--- config.mk ---
export PLATFORM = sky130hd
export DESIGN_NAME = uart_fifo_trig
export DESIGN_NICKNAME = d
export VERILOG_FILES = /design/src/rtl/uart_fifo_trig_pkg.sv /design/src/rtl/fifo_occ_cnt.sv /design/src/rtl/rx_tmo_timer.sv /design/src/rtl/uart_fifo_trig.sv
export SDC_FILE = /design/constraint.sdc
export NUM_CORES = 1
export LEC_CHECK = 0
export ABC_AREA = 0
export CORE_MARGIN = 2
export CORE_UTILIZATION = 50
export CTS_BUF_LIST = sky130_fd_sc_hd__clkbuf_4 sky130_fd_sc_hd__clkbuf_8 sky130_fd_sc_hd__clkbuf_16
export CTS_CLUSTER_SIZE = 24
export DETAILED_ROUTE_END_ITERATION = 10
export PLACE_DENSITY = 0.75
export SLEW_MARGIN = 20
export SYNTH_ARGS = -nofsm -noshare
export SYNTH_HDL_FRONTEND = slang
export SYNTH_SLANG_ARGS = --single-unit
--- constraint.sdc ---
create_clock -name clk -period 5.4 [get_ports clk]
set_input_delay 0.54 -clock clk [delete_from_list [all_inputs] [get_ports clk]]
set_output_delay 0.54 -clock clk [all_outputs]
set_load 0.02 [all_outputs]
--- src/rtl/uart_fifo_trig_pkg.sv ---
package uart_fifo_trig_pkg;

    localparam int TRIG_W = 2;

    // Threshold code to character level
    function automatic int unsigned trig_level(input logic [TRIG_W-1:0] code);
        case (code)
            2'b00:   return 8;
            2'b01:   return 16;
            2'b10:   return 56;
            default: return 60;
        endcase
    endfunction

    typedef struct packed {
        logic              fifo_en;
        logic [TRIG_W-1:0] rx_sel;
        logic [TRIG_W-1:0] tx_pend;
    } trig_cfg_t;

endpackage

--- src/rtl/fifo_occ_cnt.sv ---
module fifo_occ_cnt #(
    parameter int DEPTH = 128,
    parameter int CW    = $clog2(DEPTH + 1)
) (
    input  logic          clk,
    input  logic          rst_n,
    input  logic          clr,
    input  logic          byte_mode,
    input  logic          inc,
    input  logic          dec,
    output logic [CW-1:0] cnt
);

    typedef struct packed {
        logic [CW-1:0] cnt;
    } occ_state_t;

    occ_state_t st_d, st_q;
    logic [CW-1:0] cap;
    logic          dec_ok;
    logic          inc_ok;

    always_comb begin
        cap    = byte_mode ? CW'(1) : CW'(DEPTH);
        dec_ok = dec && (st_q.cnt != '0);
        inc_ok = inc && ((st_q.cnt < cap) || dec_ok);
        st_d   = st_q;
        if (clr) begin
            st_d.cnt = '0;
        end else begin
            st_d.cnt = st_q.cnt + CW'(inc_ok) - CW'(dec_ok);
        end
    end

    always_ff @(posedge clk or negedge rst_n) begin
        if (!rst_n) begin
            st_q <= '0;
        end else begin
            st_q <= st_d;
        end
    end

    assign cnt = st_q.cnt;

endmodule

--- src/rtl/rx_tmo_timer.sv ---
module rx_tmo_timer #(
    parameter int TMO_CHARS = 4
) (
    input  logic clk,
    input  logic rst_n,
    input  logic armed,
    input  logic restart,
    input  logic clear,
    input  logic tick,
    output logic irq
);

    localparam int TW = $clog2(TMO_CHARS + 1);

    typedef struct packed {
        logic [TW-1:0] cnt;
        logic          irq;
    } tmo_state_t;

    tmo_state_t st_d, st_q;
    logic       fire;

    always_comb begin
        st_d = st_q;
        fire = armed && !restart && tick && (st_q.cnt == TW'(TMO_CHARS - 1));
        if (!armed || restart) begin
            st_d.cnt = '0;
        end else if (tick && (st_q.cnt < TW'(TMO_CHARS))) begin
            st_d.cnt = st_q.cnt + TW'(1);
        end
        if (!armed || clear) begin
            st_d.irq = 1'b0;
        end else begin
            st_d.irq = st_q.irq | fire;
        end
    end

    always_ff @(posedge clk or negedge rst_n) begin
        if (!rst_n) begin
            st_q <= '0;
        end else begin
            st_q <= st_d;
        end
    end

    assign irq = st_q.irq;

endmodule

--- src/rtl/uart_fifo_trig.sv ---
module uart_fifo_trig
    import uart_fifo_trig_pkg::*;
#(
    parameter int DEPTH       = 128,
    parameter int TMO_CHARS   = 4,
    parameter int TX_RST_LVL  = 8
) (
    input  logic                        clk,
    input  logic                        rst_n,
    input  logic                        cfg_wr,
    input  logic                        cfg_fifo_en,
    input  logic [1:0]                  cfg_rx_trig,
    input  logic [1:0]                  cfg_tx_trig,
    input  logic                        enh_en,
    input  logic                        rx_push,
    input  logic                        rx_pop,
    input  logic                        tx_push,
    input  logic                        tx_pop,
    input  logic                        char_tick,
    output logic [$clog2(DEPTH+1)-1:0]  rx_count,
    output logic [$clog2(DEPTH+1)-1:0]  tx_count,
    output logic                        rx_irq,
    output logic                        tx_irq,
    output logic                        rx_tmo_irq
);

    localparam int CW = $clog2(DEPTH + 1);

    trig_cfg_t     cfg_d, cfg_q;
    logic          fifo_en;
    logic          mode_flip;
    logic          ctl_ok;
    logic [CW-1:0] rx_lvl;
    logic [CW-1:0] tx_lvl;
    logic          tmo_armed;

    always_comb begin
        cfg_d     = cfg_q;
        mode_flip = cfg_wr && (cfg_fifo_en != cfg_q.fifo_en);
        if (cfg_wr) begin
            cfg_d.fifo_en = cfg_fifo_en;
            cfg_d.rx_sel  = cfg_rx_trig;
            cfg_d.tx_pend = cfg_tx_trig;
        end
    end

    always_ff @(posedge clk or negedge rst_n) begin
        if (!rst_n) begin
            cfg_q <= '0;
        end else begin
            cfg_q <= cfg_d;
        end
    end

    assign fifo_en = cfg_q.fifo_en;
    assign ctl_ok  = !mode_flip;
    assign rx_lvl  = CW'(trig_level(cfg_q.rx_sel));
    assign tx_lvl  = enh_en ? CW'(trig_level(cfg_q.tx_pend)) : CW'(TX_RST_LVL);

    fifo_occ_cnt #(.DEPTH(DEPTH), .CW(CW)) u_rx_cnt (
        .clk       (clk),
        .rst_n     (rst_n),
        .clr       (mode_flip),
        .byte_mode (!fifo_en),
        .inc       (rx_push && ctl_ok),
        .dec       (rx_pop && ctl_ok),
        .cnt       (rx_count)
    );

    fifo_occ_cnt #(.DEPTH(DEPTH), .CW(CW)) u_tx_cnt (
        .clk       (clk),
        .rst_n     (rst_n),
        .clr       (mode_flip),
        .byte_mode (!fifo_en),
        .inc       (tx_push && ctl_ok),
        .dec       (tx_pop && ctl_ok),
        .cnt       (tx_count)
    );

    assign tmo_armed = fifo_en && (rx_count != '0) && (rx_count < rx_lvl);

    rx_tmo_timer #(.TMO_CHARS(TMO_CHARS)) u_tmo (
        .clk     (clk),
        .rst_n   (rst_n),
        .armed   (tmo_armed),
        .restart (rx_push || rx_pop),
        .clear   (rx_pop || cfg_wr),
        .tick    (char_tick),
        .irq     (rx_tmo_irq)
    );

    assign rx_irq = fifo_en ? (rx_count >= rx_lvl) : (rx_count != '0);
    assign tx_irq = fifo_en ? (tx_count <= tx_lvl) : (tx_count == '0);

endmodule

==> flow_summary.toml <==
[run_status]
outcome = "completed"

[cts]
cts_buffer_depth = 2
ctsResizeCount = 0
cts_setup_buffers = 0
hold_buffers = 0
path_clk_slew_ns = 0.10
cts_tree = "built"
cts_made_buffers = 3
clock_latency_ns = 0.27
htreeDepth = 1
root_buffer = "clkbuf_8"
cts_sinks = 25

[setup_path]
reg2regPathDepth = 14
path_buf_inv = 2
cp.depth = 8
max_stage_delay_ns = 0.64
path_cells = "clkdlybuf4s50_1 > and3b_1 > ha_1 > nor2b_1 > o211ai_1 > a21boi_0 > o21ai_0 > clkdlybuf4s50_1"
crit_fanout = 4
crit_required_ns = 4.86
cp_data_arrival_time_ns = 2.68
crit_path_frequent_cell = "clkdlybuf4s50_1"
cp_slowest_cell = "clkdlybuf4s50_1"
path_delay_family = "buffers and inverters"
crit_type = "primary input to output pin"
worstSetupEndpointType = "output pin"
crit_path_start_kind = "primary input"

[placement]
globalplace.congestion = 0.823
place_ws_ns = 2.04
portBuffers = 32
placed_cells = 309
dp_hpwl_um = 3580

[synth]
synth_nets = 282
synth_edf_count = 0
ys.flop_type = "dfrtp_1"
synth_top_family_by_area = "adder cells"
yosys.area_share.xor_xnor = 0.0335
synthSimpleGateAreaFrac = 0.181
synth_top_area_frac = 0.299
synth_cells = 229
netlist_area_mm2 = 0.00209
synthMuxAreaShare = 0.0209
netlist_top_cells_area = "dfrtp_1 (30%), ha_1 (22%), inv_1 (4.5%), o21bai_1 (3.6%), a21oi_1 (3.1%)"
synthArstFlopShare = 1.00
seq_area_frac_synth = 0.299
yosys_warnings = 0
synthAdderAreaFrac = 0.240
synth_seq_cells = 25
yosysTopAreaCell = "dfrtp_1"
synth.distinct_cells = 40
synth_compound_area_frac = 0.173
synth_area_per_cell_um2 = 9.14

[routing]
wl_met2_um = 2120
m1WireLength_um = 2200
highest_layer = "met4"
met3_wirelength_um = 148
vias = 1705
routed_wl_um = 4510
drt_first_iter_violations = 57
wl_per_cell_um = 14.4
drc_errors = 0
vias_per_cell = 5.45
ant_nets = 0
drtPass1Iterations = 4

[floorplanning]
die_h_um = 68.7
io_pins = 33
coreArea_mm2 = 0.00400
die-width_um = 68.7
start_util = 0.523
row_count = 23
die_area_mm2 = 0.00472

[power_and_ir_drop]
power_leakage_nw = 1.16
p_total_w = 0.00160
ir_drop_mv = 0.353
p_per_area_mw_per_mm2 = 638

[timing]
fin_skew_ns = 0.00974
relSlewSlack = 0.759
hold_violations = 0
tns_ns = 0
tightest_slew_ns = 0.352
worst_slack_ns = 2.18
slew_viol_final = 0
timing.final.crit_period_ns = 3.22
fin_crit_sh = 0.596
fmax_mhz = 310
rsz0062_at_grt = "no"
setup_viol = 0

[global_route]
grt_pass1_wl_um = 7760
overflow = 0
antenna_found_initial = 0
grt_usage = 0.218
grt_pass1_vias = 1717
grt_max_degree = 26

[layout]
drive_gt1_frac = 0.0608
final_cells = 313
diodes = 0
final_nets = 317
area_delta_synth_final_pct = 20.2

[run]
maxCapViolCount = 0

[min_path]
whs_path_depth = 2
min_path_type = "flop to flop"
==> cells by family after synthesis <==
| family | count (synthesis) |
|---|---|
| compound gates | 54 |
| fa+ha+maj | 39 |
| buf+inv | 28 |
| mux | 4 |
| flops | 25 |
| xor+xnor | 8 |
| simple gates | 71 |
==> where the power goes <==
| group | switching, W | internal (W) |
|---|---|---|
| Combinational | 0.000619 | 0.000544 |
| Sequential | 0.0000698 | 0.000258 |
| Clock | 0.0000621 | 0.0000516 |
==> final timing paths <==
| check | startpoint | to | slack, ns |
|---|---|---|---|
| worst max-delay path | enh_en | tx_irq | 2.18 |
| worst min-delay path | u_tmo.st_q[2] | u_tmo.st_q[2] | 0.54 |
| worst max register to register | u_rx_cnt.cnt[2] | u_rx_cnt.cnt[6] | 2.38 |
| worst min register to register | u_tmo.st_q[2] | u_tmo.st_q[2] | 0.54 |
| max in group asynchronous | rst_n | cfg_q[1] | 4.50 |
| min in group asynchronous | rst_n | u_rx_cnt.cnt[2] | 0.63 |
==> sequential cells by signal (all words and copies together) (netlist names) <==
name / flops
cfg_q: 4
fifo_en: 1
u_rx_cnt.cnt: 8
u_tmo.irq: 1
u_tmo.st_q: 3
u_tx_cnt.cnt: 8
==> stage by stage <==
step / area (µm²) / hold WS, ns / util
2_1_floorplan: 2090 / 0.244 / -
3_3_place_gp: 2470 / 0.507 / 0.617
3_5_place_dp: 2470 / 0.519 / 0.617
4_1_cts: 2510 / 0.541 / 0.629
5_1_grt: 2510 / 0.564 / 0.629
6_report: 2510 / 0.535 / 0.629
==> Yosys cell counts (all sizes together) (2+ instances only) <==
library cell and count:
a2111oi 4, a211oi 4, a21o 6, a21oi 15, a31oi 3, and2 7, buf 2, dfrtp 25
fa 2, ha 37, inv 25, mux2 3, nand2 17, nand2b 2, nand3 4, nand4 4
nor2 16, nor2b 6, nor3 6, nor3b 4, o21ai 7, o21bai 10, or4b 2, xnor2 7
==> cells in the final DEF (no fill, tap or decap), types with 2 or more instances in the layout <==
| cell type | n |
|---|---|
| ha_1 | 37 |
| clkdlybuf4s50_1 | 32 |
| inv_1 | 25 |
| dfrtp_1 | 25 |
| nand2_1 | 17 |
| nor2_1 | 16 |
| a21oi_1 | 13 |
| o21bai_1 | 10 |
| xnor2_1 | 7 |
| and2_1 | 6 |
| nor3_1 | 6 |
| nor2b_1 | 5 |
| a21o_1 | 5 |
| o21ai_0 | 5 |
| nor3b_1 | 4 |
| nand3_1 | 4 |
| a211oi_1 | 4 |
| a2111oi_0 | 4 |
| nand4_1 | 4 |
| a31oi_1 | 3 |
| mux2_2 | 3 |
| clkbuf_8 | 3 |
| or4b_4 | 2 |
| a21oi_2 | 2 |
| nand2b_1 | 2 |
| o21ai_1 | 2 |
| fa_1 | 2 |
==> worst reg2reg max path, cell delays in order, from the launching register on <==
cell and delay, ns:
dfrtp_1 0.41, inv_1 0.12, ha_1 0.17, nor3b_1 0.31, nand3_1 0.15, nand2_1 0.11
nor2_1 0.05, ha_1 0.27, inv_1 0.06, ha_1 0.21, fa_1 0.23, a21oi_1 0.09
or4b_4 0.49, a21o_1 0.18, a21oi_2 0.12
==> area by class of cell <==
cell class / count / area (µm²)
inverter: 25 / 93.8
tap: 50 / 62.6
sequential: 25 / 626
fill: 368 / 1490
clock buffer: 3 / 41.3
multi-input combinational: 176 / 1360
timing repair buffer: 33 / 328
clock inverter: 1 / 5.00
==> routing by layer <==
metal | global-route usage | vias to the layer above
li1 | - | 872
met1 | 0.292 | 795
met2 | 0.380 | 34
met3 | 0.0179 | 4
met4 | 0.0475 | 0
met5 | 0 | -
No activity file was read; power rests on OpenSTA's default activity.
